$ cat src/rtl/gpio_port_pkg.sv
package gpio_port_pkg;

  typedef enum logic [1:0] {
    ROLE_IO    = 2'd0,
    ROLE_STORE = 2'd1,
    ROLE_CLK   = 2'd2
  } bit_role_e;

  // Role of bit idx given the number of low I/O bits and the clock bit index
  function automatic bit_role_e role_of(input int idx, input int io_bits, input int clk_bit);
    if (idx == clk_bit)     return ROLE_CLK;
    else if (idx < io_bits) return ROLE_IO;
    else                    return ROLE_STORE;
  endfunction

  // Read source selection for one bit
  function automatic logic read_bit(input bit_role_e role, input logic dir, input logic dat,
                                    input logic pin_sync, input logic stop);
    case (role)
      ROLE_IO:    return dir ? dat : pin_sync;
      ROLE_STORE: return dir & dat;
      default:    return stop ? pin_sync : 1'b1;
    endcase
  endfunction

  // Output enable for one bit
  function automatic logic drive_en(input bit_role_e role, input logic dir, input logic stop);
    case (role)
      ROLE_IO:    return dir;
      ROLE_STORE: return 1'b0;
      default:    return ~stop;
    endcase
  endfunction

endpackage

$ cat src/rtl/gpio_sync_bank.sv
module gpio_sync_bank #(
  parameter int unsigned WIDTH  = 8,
  parameter int unsigned STAGES = 2
) (
  input  logic             clk,
  input  logic             rst_n,
  input  logic [WIDTH-1:0] pin_in,
  output logic [WIDTH-1:0] pin_sync
);
  localparam int unsigned LAST = STAGES - 1;

  logic [WIDTH-1:0] stage_q [STAGES];

  always_ff @(posedge clk or negedge rst_n) begin
    if (!rst_n) begin
      for (int s = 0; s < int'(STAGES); s++) stage_q[s] <= '0;
    end else begin
      stage_q[0] <= pin_in;
      for (int s = 1; s < int'(STAGES); s++) stage_q[s] <= stage_q[s-1];
    end
  end

  assign pin_sync = stage_q[LAST];

  // Edges seen since reset, saturating: lets the latency check look back safely
  logic [1:0] warm_cnt;
  always_ff @(posedge clk or negedge rst_n) begin
    if (!rst_n)              warm_cnt <= '0;
    else if (warm_cnt != 2'd3) warm_cnt <= warm_cnt + 2'd1;
  end

  generate
    if (STAGES == 2) begin : g_lat_chk
      assert_sync_latency_R10: assert property (@(posedge clk) disable iff (!rst_n)
        (warm_cnt >= 2'd2) |-> (pin_sync == $past(pin_in, 2)));
    end
  endgenerate

endmodule

$ cat src/rtl/gpio_regs.sv
module gpio_regs #(
  parameter int unsigned WIDTH   = 8,
  parameter int unsigned CLK_BIT = WIDTH - 1
) (
  input  logic             clk,
  input  logic             rst_n,
  input  logic             hw_stby,
  input  logic             sw_stby,
  input  logic             sel_dir,
  input  logic             wr_en,
  input  logic [WIDTH-1:0] wdata,
  output logic [WIDTH-1:0] dir_q,
  output logic [WIDTH-1:0] dat_q,
  output logic             wr_accept
);
  localparam logic [WIDTH-1:0] INIT_VAL  = WIDTH'(1) << CLK_BIT;
  localparam logic [WIDTH-1:0] LOCK_MASK = WIDTH'(1) << CLK_BIT;

  function automatic logic [WIDTH-1:0] merge(input logic [WIDTH-1:0] cur,
                                             input logic [WIDTH-1:0] nw);
    return (nw & ~LOCK_MASK) | (cur & LOCK_MASK);
  endfunction

  logic dir_wr, dat_wr;
  assign wr_accept = wr_en & ~sw_stby & ~hw_stby;
  assign dir_wr    = wr_accept &  sel_dir;
  assign dat_wr    = wr_accept & ~sel_dir;

  always_ff @(posedge clk or negedge rst_n) begin
    if (!rst_n) begin
      dir_q <= INIT_VAL;
      dat_q <= INIT_VAL;
    end else if (hw_stby) begin
      dir_q <= INIT_VAL;
      dat_q <= INIT_VAL;
    end else begin
      if (dir_wr) dir_q <= merge(dir_q, wdata);
      if (dat_wr) dat_q <= merge(dat_q, wdata);
    end
  end

  assert_hw_standby_load_R4: assert property (@(posedge clk) disable iff (!rst_n)
    hw_stby |=> (dir_q == INIT_VAL) && (dat_q == INIT_VAL));

  assert_sw_standby_hold_R3: assert property (@(posedge clk) disable iff (!rst_n)
    (sw_stby && !hw_stby) |=> ($stable(dir_q) && $stable(dat_q)));

  assert_write_lands_R3: assert property (@(posedge clk) disable iff (!rst_n)
    (wr_accept && !sel_dir) |=> ((dat_q & ~LOCK_MASK) == ($past(wdata) & ~LOCK_MASK)));

  assert_clk_bit_fixed_R7: assert property (@(posedge clk) disable iff (!rst_n)
    dir_q[CLK_BIT] && dat_q[CLK_BIT]);

endmodule

$ cat src/rtl/gpio_readmux.sv
module gpio_readmux
  import gpio_port_pkg::*;
#(
  parameter int unsigned WIDTH   = 8,
  parameter int unsigned IO_BITS = 3,
  parameter int unsigned CLK_BIT = WIDTH - 1
) (
  input  logic             rd_en,
  input  logic             sel_dir,
  input  logic             clk_stop,
  input  logic [WIDTH-1:0] dir_q,
  input  logic [WIDTH-1:0] dat_q,
  input  logic [WIDTH-1:0] pin_sync,
  output logic [WIDTH-1:0] rdata
);
  logic [WIDTH-1:0] data_view;

  generate
    for (genvar i = 0; i < int'(WIDTH); i++) begin : g_bit
      localparam bit_role_e ROLE = role_of(i, IO_BITS, CLK_BIT);
      assign data_view[i] = read_bit(ROLE, dir_q[i], dat_q[i], pin_sync[i], clk_stop);
    end
  endgenerate

  always_comb begin
    if (!rd_en)       rdata = '0;
    else if (sel_dir) rdata = '1;
    else              rdata = data_view;
  end

endmodule

$ cat src/rtl/gpio_pin_ctrl.sv
module gpio_pin_ctrl
  import gpio_port_pkg::*;
#(
  parameter int unsigned WIDTH   = 8,
  parameter int unsigned IO_BITS = 3,
  parameter int unsigned CLK_BIT = WIDTH - 1
) (
  input  logic             clk_stop,
  input  logic             sys_clk_in,
  input  logic [WIDTH-1:0] dir_q,
  input  logic [WIDTH-1:0] dat_q,
  output logic [WIDTH-1:0] pin_oe,
  output logic [WIDTH-1:0] pin_out
);
  generate
    for (genvar i = 0; i < int'(WIDTH); i++) begin : g_pin
      localparam bit_role_e ROLE = role_of(i, IO_BITS, CLK_BIT);
      assign pin_oe[i] = drive_en(ROLE, dir_q[i], clk_stop);
      if (ROLE == ROLE_CLK) begin : g_clk
        assign pin_out[i] = sys_clk_in & ~clk_stop;
      end else if (ROLE == ROLE_IO) begin : g_io
        assign pin_out[i] = dat_q[i];
      end else begin : g_store
        assign pin_out[i] = 1'b0;
      end
    end
  endgenerate

endmodule

$ cat src/rtl/gpio_port8.sv
module gpio_port8 #(
  parameter int unsigned PORT_W      = 8,
  parameter int unsigned IO_BITS     = 3,
  parameter int unsigned SYNC_STAGES = 2
) (
  input  logic              clk,
  input  logic              rst_n,
  input  logic              hw_stby,
  input  logic              sw_stby,
  input  logic              clk_stop,
  input  logic              sys_clk_in,
  input  logic              sel_dir,
  input  logic              wr_en,
  input  logic              rd_en,
  input  logic [PORT_W-1:0] wdata,
  output logic [PORT_W-1:0] rdata,
  input  logic [PORT_W-1:0] pin_in,
  output logic [PORT_W-1:0] pin_oe,
  output logic [PORT_W-1:0] pin_out
);
  localparam int unsigned CLK_BIT = PORT_W - 1;

  logic [PORT_W-1:0] dir_q, dat_q, pin_sync;
  logic              wr_accept;

  gpio_sync_bank #(.WIDTH(PORT_W), .STAGES(SYNC_STAGES)) i_sync (
    .clk(clk), .rst_n(rst_n), .pin_in(pin_in), .pin_sync(pin_sync)
  );

  gpio_regs #(.WIDTH(PORT_W), .CLK_BIT(CLK_BIT)) i_regs (
    .clk(clk), .rst_n(rst_n), .hw_stby(hw_stby), .sw_stby(sw_stby),
    .sel_dir(sel_dir), .wr_en(wr_en), .wdata(wdata),
    .dir_q(dir_q), .dat_q(dat_q), .wr_accept(wr_accept)
  );

  gpio_readmux #(.WIDTH(PORT_W), .IO_BITS(IO_BITS), .CLK_BIT(CLK_BIT)) i_rmux (
    .rd_en(rd_en), .sel_dir(sel_dir), .clk_stop(clk_stop),
    .dir_q(dir_q), .dat_q(dat_q), .pin_sync(pin_sync), .rdata(rdata)
  );

  gpio_pin_ctrl #(.WIDTH(PORT_W), .IO_BITS(IO_BITS), .CLK_BIT(CLK_BIT)) i_pins (
    .clk_stop(clk_stop), .sys_clk_in(sys_clk_in),
    .dir_q(dir_q), .dat_q(dat_q), .pin_oe(pin_oe), .pin_out(pin_out)
  );

  assert_io_read_latch_R5: assert property (@(posedge clk) disable iff (!rst_n)
    (rd_en && !sel_dir && dir_q[0]) |-> (rdata[0] == dat_q[0]));

  assert_io_read_pin_R5: assert property (@(posedge clk) disable iff (!rst_n)
    (rd_en && !sel_dir && !dir_q[0]) |-> (rdata[0] == pin_sync[0]));

  assert_clk_pin_drive_R8: assert property (@(posedge clk) disable iff (!rst_n)
    clk_stop |-> (!pin_oe[CLK_BIT] && !pin_out[CLK_BIT]));

  assert_idle_read_zero_R11: assert property (@(posedge clk) disable iff (!rst_n)
    !rd_en |-> (rdata == '0));

  assert_pins_follow_write_R9: assert property (@(posedge clk) disable iff (!rst_n)
    (wr_accept && sel_dir) |=> (pin_oe[IO_BITS-1:0] == $past(wdata[IO_BITS-1:0])));

endmodule

$ cat config.mk
export PLATFORM = sky130hd
export DESIGN_NAME = gpio_port8
export DESIGN_NICKNAME = d
export VERILOG_FILES = /design/src/rtl/gpio_port_pkg.sv /design/src/rtl/gpio_sync_bank.sv /design/src/rtl/gpio_regs.sv /design/src/rtl/gpio_readmux.sv /design/src/rtl/gpio_pin_ctrl.sv /design/src/rtl/gpio_port8.sv
export SDC_FILE = /design/constraint.sdc
export NUM_CORES = 1
export LEC_CHECK = 0
export CORE_MARGIN = 2
export CORE_UTILIZATION = 55
export DETAILED_ROUTE_END_ITERATION = 8
export DONT_BUFFER_PORTS = 1
export PLACE_DENSITY = 0.74
export SYNTH_ARGS = -nofsm -noshare
export SYNTH_HDL_FRONTEND = slang
export SYNTH_SLANG_ARGS = --single-unit
$ cat constraint.sdc
create_clock -name clk -period 2.2 [get_ports clk]
set_input_delay 0.22 -clock clk [delete_from_list [all_inputs] [get_ports clk]]
set_output_delay 0.22 -clock clk [all_outputs]
set_load 0.02 [all_outputs]
Word level (Yosys, flattened, before mapping)
Index checks and enable logic that the tools add are counted.
{ "totals": {"in_bits": 25, "reg_bits": 32} }
{ "classes": {"reduce_logical": 2, "muxes": 10, "bitwise": 15} }
{ "op_table": {"columns": ["cell", "count"], "rows": [
  ["2-to-1 mux 8 bit", 6],
  ["OR 7 x 8 -> 8 bit", 2],
  ["AND 1 bit", 9],
  ["2-to-1 mux 1 bit", 4],
  ["NOT 1 bit", 4],
  ["nonzero test 2 bit", 2]
]} }

Depth between registers and ports, before layout
Gate-level depths: netlist of run 1.
{ "depth": {"depth_word": 6, "ltp_mapped": 4} }

By module
From an unflattened synthesis of run 1, not the netlist that was laid out.
{ "hier_totals": {"hier_cells": 118, "hier_area_um2": 1433.9} }
{ "by_module_without_submodules": {"columns": ["mod", "area_per_inst_um2", "instances", "cells_per_inst", "seq_area_each_um2"], "rows": [
  ["gpio_regs", 737.0, 1, 60, 402.9],
  ["gpio_sync_bank", 460.4, 1, 24, 400.4],
  ["gpio_pin_ctrl", 118.9, 1, 17, 0.0],
  ["gpio_readmux", 117.6, 1, 17, 0.0]
]} }

Least setup slack after synthesis of run 1
Ideal clock, no wire load.
{ "synth_timing": {"path_kind": "register to output", "from": "register i_regs.dir_q[0]", "to": "output port rdata[0]", "path_stages_with_launch": 3, "t_required_ps": 1980, "path_buffers": 0, "setup_slack_ps": 1076, "arrival_ps": 904, "cell_sequence": "dfrtp_1 mux2_2 o21a_1"} }
{ "synth_between": {"elab_chain_len": 3} }
{ "synth_lines": {"columns": ["element", "line", "source"], "rows": [
  ["start: declaration", "gpio_regs.sv:12", "output logic [WIDTH-1:0] dir_q,"],
  ["start signal: assignment", "gpio_regs.sv:37", "if (dir_wr) dir_q <= merge(dir_q, wdata);"],
  ["2-to-1 mux 1 bit", "gpio_port_pkg.sv:20", "ROLE_IO: return dir ? dat : pin_sync;"],
  ["2-to-1 mux 8 bit", "gpio_readmux.sv:27", "else if (sel_dir) rdata = '1;"],
  ["2-to-1 mux 8 bit", "gpio_readmux.sv:26", "if (!rd_en) rdata = '0;"],
  ["end: declaration", "gpio_port8.sv:16", "output logic [PORT_W-1:0] rdata,"]
]} }
No other way between the ends.

Worst setup path after layout of run 1
{ "layout_timing": {"from": "register i_regs.dir_q[2]", "to": "output port rdata[2]"} }
The elaborated chain is that of the path after synthesis.

==> results.json, run 1 <==
{
  "outcome": "complete, no violations",
  "rsz0062_at_grt": "no",
  "max_freq_ghz": 0.607,
  "yosysSeqAreaShare": 0.495,
  "cts_buffer_depth": 2,
  "final_layout_size_suffix_gt1_frac": 0.0860,
  "hold_viol_final": 0,
  "cts_tree": "yes",
  "synth_top_family_by_area": "simple AND/OR/NAND/NOR gates",
  "maxCapViolCount": 0,
  "r2r-start": "i_regs.dir_q[2]$_DFFE_PN0P_",
  "hold_path_end": "i_regs.dir_q[1]$_DFFE_PN0P_",
  "die_y_um": 49.0,
  "clk_latency_ns": 0.30,
  "critPathArrivalTime_ns": 1.43,
  "dp_hpwl_um": 1190,
  "vias_per_cell": 4.97,
  "multi_input_area_um2": 438,
  "hold_path.class": "in2reg",
  "numCtsBuffers": 3,
  "leakagePower_nw": 0.519,
  "start_util": 0.573,
  "core_um2": 1940,
  "grtUsageTotal": 0.150,
  "setup_tns_ns": 0,
  "cts.sinks": 22,
  "max-vdd-ir-drop_mv": 0.433,
  "synthMuxAreaShare": 0.156,
  "final-seq-area_um2": 551,
  "period_minus_slack_ns": 1.65,
  "worstMarginPinSlew_ns": 0.950,
  "synth_xor_area_frac": 0,
  "num_vias": 596,
  "placed_cells": 111,
  "cts.clk_slew.worst_paths_ns": 0.12,
  "critical_path_class": "reg2out",
  "setup_viol": 0,
  "final_core_util": 0.573,
  "die-area_um2": 2400,
  "drtPass1Iterations": 4,
  "rows": 16,
  "die_width_um": 49.0,
  "synth_cell_types": 15,
  "post_layout_nonfiller_instances": 120,
  "drc": 0,
  "ff2ff_path_depth": 2,
  "cts_root_buf": "clkbuf_4",
  "reg2reg_setup_slack_ns": 1.39,
  "power_density_nw_per_um2": 661,
  "skew_ns": 0.00154,
  "synth_seq_cells": 22,
  "relSlewSlack": 0.365,
  "grt_first_pass_wirelength_um": 2750,
  "grt_pass1_vias": 624,
  "wire_per_inst_um": 14.1,
  "layout.nets": 119,
  "cts_resized": 0,
  "hold_path_depth": 2,
  "synth_area_um2": 1110,
  "period_share": 0.749,
  "grt_max_degree": 23,
  "diodes": 0,
  "synthAdderAreaFrac": 0,
  "synth_compound_area_frac": 0.0461,
  "drv_slew": 0,
  "grt_overflow": 0,
  "ios": 49,
  "min-delay-start": "wdata[1]",
  "fillCellCount": 159,
  "critPathLaunchType": "register",
  "area_delta_synth_final_pct": 0.000270,
  "syn_avg_cell_area_um2": 11.6,
  "yosysWarningCount": 0,
  "port_buffers": 0,
  "synthCells": 96,
  "htree_levels": 1,
  "antenna_found_initial": 0,
  "worst_ep_required_time_ns": 1.98,
  "cp-end-kind": "primary output",
  "gp_congestion": 0.673,
  "synth-simple-area-share": 0.164,
  "drt_iter0_drc": 4,
  "cp_max_fo": 3,
  "ant_nets": 0,
  "rr_endpoint": "i_regs.dir_q[2]$_DFFE_PN0P_",
  "drt_wl_total_um": 1690
}
how the worst max path moves through the flow:
stage | from | to | slack [ns] | cells after the start
after floorplan | i_regs.dir_q[0]$_DFFE_PN0P_ | rdata[0] | 1.08 | 2
after CTS | i_regs.dir_q[2]$_DFFE_PN0P_ | rdata[2] | 0.55 | 2
final | i_regs.dir_q[2]$_DFFE_PN0P_ | rdata[2] | 0.55 | 2
after detailed placement | i_regs.dir_q[1]$_DFFE_PN0P_ | rdata[1] | 0.90 | 2
after global routing | i_regs.dir_q[1]$_DFFE_PN0P_ | rdata[1] | 0.51 | 2
after global placement | i_regs.dir_q[1]$_DFFE_PN0P_ | rdata[1] | 0.90 | 2
cell type report:
| type | instances | share of cell area |
|---|---|---|
| flip-flops and latches | 22 | 0.495 |
| multi-input cells | 61 | 0.394 |
| repair buffers | 5 | 0.0450 |
| clock buffers | 4 | 0.0326 |
| well taps | 27 | 0.0304 |
| inverters | 1 | 0.00337 |
cell usage after synthesis:
| master | instances | area (um2) |
|---|---|---|
| mux2_2 | 3 | 33.8 |
| o21a_1 | 3 | 22.5 |
| a21oi_1 | 4 | 20.0 |
| mux2i_1 | 14 | 140 |
| buf_4 | 14 | 105 |
| dfrtp_1 | 22 | 551 |
| nor2b_1 | 5 | 31.3 |
| clkbuf_1 | 2 | 7.51 |
| nand3b_1 | 1 | 7.51 |
| inv_1 | 1 | 3.75 |
| nand2b_1 | 21 | 131 |
| conb_1 | 1 | 3.75 |
| buf_6 | 3 | 33.8 |
| o31a_1 | 1 | 8.76 |
| nor3b_2 | 1 | 12.5 |
metrics by stage:
stage | power, W | hold slack [ns] | setup slack [ns] | cell area (um2)
after floorplan | 0.000529 | -0.0756 | 1.08 | 1140
after global placement | 0.000510 | -0.0752 | 0.900 | 1030
after detailed placement | 0.000512 | -0.0752 | 0.897 | 1030
after CTS | 0.000740 | 0.0737 | 0.547 | 1110
after global routing | 0.000761 | 0.0664 | 0.506 | 1110
final | 0.000735 | 0.0788 | 0.552 | 1110
state kept, by name, indices dropped and copies added, names as in the netlist:
| name | count |
|---|---|
| i_regs.dir_q | 7 |
| i_sync.stage_q | 4 |
| i_sync.pin_sync | 4 |
| i_regs.dat_q | 7 |
metal layers:
metal,share of wire,GRT usage,vias to the layer above
li1,-,-,283
met1,0.42,0.162,290
met2,0.51,0.274,21
met3,0.062,0.0337,2
met4,0.0041,0.0714,0
met5,0,0,-
cells in the final DEF, fill, tap and decap left out:
cell / netlist / layout
a21oi_1: 4 / 4
clkbuf_4: 0 / 3
clkbuf_8: 0 / 1
conb_1: 1 / 8
dfrtp_1: 22 / 22
dlygate4sd3_1: 0 / 5
inv_1: 1 / 1
mux2_2: 3 / 3
mux2i_1: 14 / 14
nand2b_1: 21 / 21
nand3b_1: 1 / 1
nor2b_1: 5 / 5
nor3b_2: 1 / 1
o21a_1: 3 / 3
o31a_1: 1 / 1
logic make-up after synthesis:
kind of cell,Yosys count
simple gates,28
mux,17
buf+inv,20
other cells,1
compound gates,8
flops,22
worst max-delay path, cell delays in order (launching register included):
cell     delay [ns]
dfrtp_1        0.51
mux2_2         0.37
o21a_1         0.25
where the power goes:
part            total, W  leakage [nW]  switching (W)  internal, W
registers       0.000433         0.286      0.0000129     0.000420
clock network   0.000218        0.0210       0.000117     0.000101
logic          0.0000840         0.212      0.0000514    0.0000326
repair_timing:
item,in CTS,in global routing
buffers inserted,0,0
hold endpoints to repair,26,0
hold buffers,5,0
Power figures use the tool's default switching activity.
==> run 2, diff against run 1 <==
Settings changed: ABC_AREA set to 1, CORE_UTILIZATION 55 to 54, PLACE_DENSITY 0.74 to 0.76.
Clock period 2.2 ns to 1.4 ns, I/O delays scaled along.
==> results.json, run 2 <==
{
  "drc": 0,
  "pwr-share-comb": 0.134,
  "antenna_found_initial": 0,
  "max-vdd-ir-drop_mv": 0.681,
  "cts_root_buf": "clkbuf_4",
  "cp_common_cell": "a21oi_2",
  "slowest_stage": "dfrtp_2",
  "netlist_top_cells_area": "dfrtp_1 (49%), buf_4 (11%), nand4_1 (7.9%)",
  "drv_slew": 0,
  "gp_congestion": 0.741,
  "ant_nets": 0,
  "core_um2": 1960,
  "yosys-top-cells-count": "dfrtp_1 (22), nand2_1 (21), buf_4 (16)",
  "finalPower_w": 0.00134,
  "leakagePower_nw": 0.610,
  "hold_viol_final": 0,
  "synth_seq_cells": 22,
  "synth_cell_types": 16,
  "sequentialPowerShare": 0.510,
  "synthCells": 117,
  "yosysSeqAreaShare": 0.494,
  "hold_path.class": "in2reg",
  "p_sw_w": 0.000330,
  "drt_wl_total_um": 2220,
  "die-area_um2": 2440,
  "rows": 16,
  "p_int_w": 0.00101,
  "drtPass1Iterations": 5,
  "cp_max_fo": 4,
  "period_share": 0.968,
  "reg2reg_setup_slack_ns": 0.64,
  "grt_overflow": 0,
  "ys.flop_type": "dfrtp_1",
  "p_sw_frac": 0.246,
  "port_buffers": 0,
  "area_delta_synth_final_pct": 16.4,
  "worstMarginPinSlew_ns": 0.977,
  "pwr-share-clk": 0.356,
  "outcome": "complete, no violations",
  "layout.nets": 156,
  "max_freq_ghz": 0.738,
  "cts.clk_slew.worst_paths_ns": 0.12,
  "final_core_util": 0.661,
  "drt_iter0_drc": 12,
  "relSlewSlack": 0.346,
  "setup_viol": 0,
  "holdWs_ns": 0.0228,
  "grtUsageTotal": 0.201,
  "final_layout_size_suffix_gt1_frac": 0.254,
  "cts.sinks": 22,
  "grt_first_pass_wirelength_um": 3680,
  "start_util": 0.568,
  "cp-end-kind": "primary output",
  "grt_max_degree": 23,
  "worst_slack_ns": 0.0450,
  "synth_edf_count": 0,
  "post-place-ws_ns": 0.352,
  "grt_pass1_vias": 787,
  "fillCellCount": 171,
  "power_density_nw_per_um2": 1030,
  "slowest_delay_ns": 0.50,
  "critPathArrivalTime_ns": 1.22,
  "yosysWarningCount": 0,
  "num_vias": 836,
  "cts_buffer_depth": 2,
  "netlist.area_leader.share": 0.494,
  "vias_per_cell": 5.32,
  "critPathLaunchType": "register",
  "syn_avg_cell_area_um2": 9.52,
  "cts_tree": "yes",
  "diodes": 0,
  "numCtsBuffers": 3,
  "ios": 49,
  "rsz0062_at_grt": "yes",
  "layout_common_cells": "nand2_1 (20), dlygate4sd3_1 (18), dfrtp_1 (16)",
  "synth_async_sr_flop_share": 1.00,
  "maxCapViolCount": 0,
  "synth_area_leader_cell": "dfrtp_1",
  "die_y_um": 49.4,
  "final_common_cell": "nand2_1",
  "synthMostInstantiatedCell": "dfrtp_1",
  "wire_per_inst_um": 14.1,
  "dp_hpwl_um": 1360,
  "top_regs": "i_regs.dat_q (7), i_regs.dir_q (7)",
  "synth_area_um2": 1110,
  "skew_ns": 0.000611,
  "period_minus_slack_ns": 1.36,
  "critical_path_class": "reg2out",
  "clk_latency_ns": 0.30,
  "crit_chain": "a21oi_2, a21oi_2, buf_4",
  "worst_ep_required_time_ns": 1.26,
  "die_width_um": 49.4,
  "htree_levels": 1
}
==> run 2: metal layers <==
| layer | global-route usage | share of wire |
|---|---|---|
| met5 | 0 | 0 |
| met4 | 0.0694 | 0 |
| met3 | 0.0583 | 0.061 |
| met2 | 0.345 | 0.55 |
| met1 | 0.242 | 0.39 |
==> run 2: path summary, 6_finish.rpt <==
kind | from | endpoint | cells past startpoint
worst min register to register | i_sync.stage_q[15]$_DFF_PN0_ | i_sync.pin_sync[7]$_DFF_PN0_ | 0
min in group asynchronous | rst_n | i_regs.dat_q[2]$_DFFE_PN0P_ | 1
worst max register to register | i_regs.dir_q[0]$_DFFE_PN0P_ | i_regs.dir_q[0]$_DFFE_PN0P_ | 2
worst max-delay path | i_regs.dir_q[0]$_DFFE_PN0P_ | rdata[0] | 3
max in group asynchronous | rst_n | i_regs.dir_q[1]$_DFFE_PN0P_ | 1
worst min-delay path | sw_stby | i_regs.dat_q[2]$_DFFE_PN0P_ | 3
==> run 2: area by class of cell <==
cell class | count | area (um2) | share of cell area
Multi-Input combinational cell | 72 | 404 | 0.312
Clock inverter | 1 | 30.0 | 0.0232
Tap cell | 27 | 33.8 | 0.0261
Sequential cell | 22 | 558 | 0.431
Timing Repair Buffer | 22 | 210 | 0.162
Inverter | 10 | 37.5 | 0.0290
Clock buffer | 3 | 22.5 | 0.0174
==> run 2: what timing repair did <==
| action | 4_1_cts | 5_1_grt |
|---|---|---|
| pin swaps | 0 | 4 |
| endpoints found under the setup margin | 1 | 3 |
| endpoints found under the hold margin | 40 | 0 |
| hold buffers | 18 | 0 |
| setup buffers | 0 | 0 |
| gates resized for setup | 1 | 14 |
==> run 2: worst max-delay path: cells and delay by family, from the launching register on <==
family | cells | cell delay (ns)
AO/OA/AOI/OAI | 2 | 0.24
buffers and inverters | 1 | 0.17
flip-flops | 1 | 0.50
==> run 2: logic make-up after synthesis <==
group	synth area share
other cells	0.00337
simple gates	0.252
compound gates	0.0652
buf+inv	0.185
flops	0.494
==> run 2: through the flow <==
stage / instances / TNS [ns] / instance area, um2
3_3_place_gp: 135 / 0 / 1030
4_1_cts: 157 / 0 / 1270
6_report: 157 / 0 / 1300
3_5_place_dp: 135 / 0 / 1030
2_1_floorplan: 124 / 0 / 1140
5_1_grt: 157 / -0.0727 / 1300
==> run 2: power by group through the flow <==
stage               clock, W  combinational (W)  sequential, W
global route        0.000529           0.000197       0.000688
finish              0.000478           0.000179       0.000684
global placement           0           0.000124       0.000693
floorplan                  0           0.000156       0.000682
detailed placement         0           0.000127       0.000694
CTS                 0.000492           0.000175       0.000681
==> run 3, diff against run 2 <==
Settings changed: CORE_UTILIZATION 54 to 55, PLACE_DENSITY 0.76 to 0.77, SYNTH_HIERARCHICAL set to 1.
==> results.json, run 3 <==
{
  "critical_path_class": "in2reg",
  "setup_tns_ns": 0,
  "core_um2": 1960,
  "drt_wl_total_um": 1980,
  "drv_slew": 0,
  "startpoint": "sel_dir",
  "vias_per_cell": 4.89,
  "rsz0062_at_grt": "no",
  "die-area_um2": 2440,
  "hold_path_end": "i_regs/dir_q[0]$_DFFE_PN0P_",
  "cts_buffer_depth": 2,
  "final_layout_size_suffix_gt1_frac": 0.151,
  "period_share": 0.973,
  "reg2reg_setup_slack_ns": 0.64,
  "period_minus_slack_ns": 1.36,
  "dp_hpwl_um": 1390,
  "ff2ff_path_depth": 2,
  "worstMarginPinSlew_ns": 0.958,
  "maxCapViolCount": 0,
  "area_delta_synth_final_pct": 2.87,
  "grt_overflow": 0,
  "synthCells": 140,
  "grtUsageTotal": 0.185,
  "slowest_stage": "dlygate4sd3_1",
  "fillCellCount": 180,
  "syn_avg_cell_area_um2": 8.11,
  "cp_max_fo": 7,
  "grt_first_pass_wirelength_um": 3330,
  "htree_levels": 1,
  "drtPass1Iterations": 4,
  "gp_congestion": 0.765,
  "max_freq_ghz": 0.734,
  "cts.sinks": 22,
  "yosysWarningCount": 6,
  "rows": 16,
  "drt_iter0_drc": 9,
  "rr_endpoint": "i_regs/dat_q[0]$_DFFE_PN0P_",
  "start_util": 0.578,
  "clk_latency_ns": 0.30,
  "die_width_um": 49.4,
  "top_regs": "i_regs/dat_q (7), i_regs/dir_q (7)",
  "port_buffers": 0,
  "relSlewSlack": 0.359,
  "skew_ns": 0.000419,
  "grt_max_degree": 23,
  "final_core_util": 0.595,
  "leakagePower_nw": 0.638,
  "power_density_nw_per_um2": 1000,
  "numCtsBuffers": 3,
  "die_y_um": 49.4,
  "critPathLaunchType": "input port",
  "grt_pass1_vias": 742,
  "drc": 0,
  "outcome": "complete, no violations",
  "hold_path_depth": 4,
  "crit_chain": "dlygate4sd3_1, nor2_4, nand2_1, dlygate4sd3_1, nand2_1",
  "min-delay-start": "wdata[0]",
  "hold_viol_final": 0,
  "antenna_found_initial": 0,
  "r2r-start": "i_regs/dat_q[0]$_DFFE_PN0P_",
  "ant_nets": 0,
  "ios": 49,
  "cts_tree": "yes",
  "cts.clk_slew.worst_paths_ns": 0.11,
  "layout_common_cells": "nand2_1 (41), dfrtp_1 (18), nand3_1 (17)",
  "layout.nets": 165,
  "setup_viol": 0,
  "cp-end-kind": "register",
  "diodes": 0,
  "slowest_delay_ns": 0.58,
  "cts_root_buf": "clkbuf_4",
  "hold_path.class": "in2reg",
  "critPathArrivalTime_ns": 1.62,
  "synth_area_um2": 1130,
  "wire_per_inst_um": 11.9,
  "max-vdd-ir-drop_mv": 0.513,
  "final_common_cell": "nand2_1",
  "worst_ep_required_time_ns": 1.65,
  "num_vias": 811
}
## run 3: cell types whose count changed in the layout (fill, tap and decap cells not counted), moves of 3 or more
cell,change
buf_4,-4
a21oi_1,+4
nand4_1,-14
nand3_1,+3
a21oi_2,-9
nand2_1,+21
nor2_1,+7
dlygate4sd3_1,-11
inv_1,+9
## run 3: where the power goes
group,switching (W),internal (W),leakage [nW]
Sequential,0.0000198,0.000660,0.279
Clock,0.000181,0.000159,0.0210
Combinational,0.000110,0.0000402,0.337
## run 3: metal layers
layer / vias up / global-route usage / routed length (um)
li1: 393 / - / -
met1: 379 / 0.238 / 866
met2: 35 / 0.279 / 926
met3: 4 / 0.0491 / 133
met4: 0 / 0.111 / 49
met5: - / 0 / 0
## run 3: timing repair
action	in CTS	in global routing
resized for setup	0	7
hold endpoints to repair	40	0
setup buffers	0	0
hold buffers	8	0
endpoints found under the setup margin	0	4
## run 3: worst max path at each step
stage	to	slack [ns]	depth (start not counted)
finish	i_regs/dat_q[5]$_DFFE_PN0P_	0.04	5
global route	i_regs/dat_q[5]$_DFFE_PN0P_	0.002	5
CTS	i_regs/dat_q[5]$_DFFE_PN0P_	0.02	5
detailed placement	rdata[2]	0.40	5
global placement	rdata[2]	0.41	4
floorplan	rdata[7]	0.50	3
## run 3: critical path: cells and delay by family
kind | cells | cell delay (ns)
buf+inv | 2 | 1.14
simple gates | 3 | 0.34
## run 3: area by class of cell
type	instances	area [um2]	area share
clock buffer	4	36.3	0.0311
inverter	21	83.8	0.0718
multi-input combinational	84	375	0.322
sequential	22	556	0.476
tap	27	33.8	0.0289
timing repair buffer	8	82.6	0.0707
## run 3: per-stage QoR
| step | std cells | setup WS (ns) | hold WS (ns) | instance area (um2) | total power [W] |
|---|---|---|---|---|---|
| CTS | 166 | 0.0233 | 0.0187 | 1160 | 0.00118 |
| floorplan | 147 | 0.500 | -0.156 | 1160 | 0.000831 |
| finish | 166 | 0.0377 | 0.0249 | 1170 | 0.00117 |
| global placement | 154 | 0.411 | -0.155 | 1040 | 0.000808 |
| detailed placement | 154 | 0.400 | -0.155 | 1040 | 0.000811 |
| global route | 166 | 0.00231 | 0.0265 | 1170 | 0.00123 |
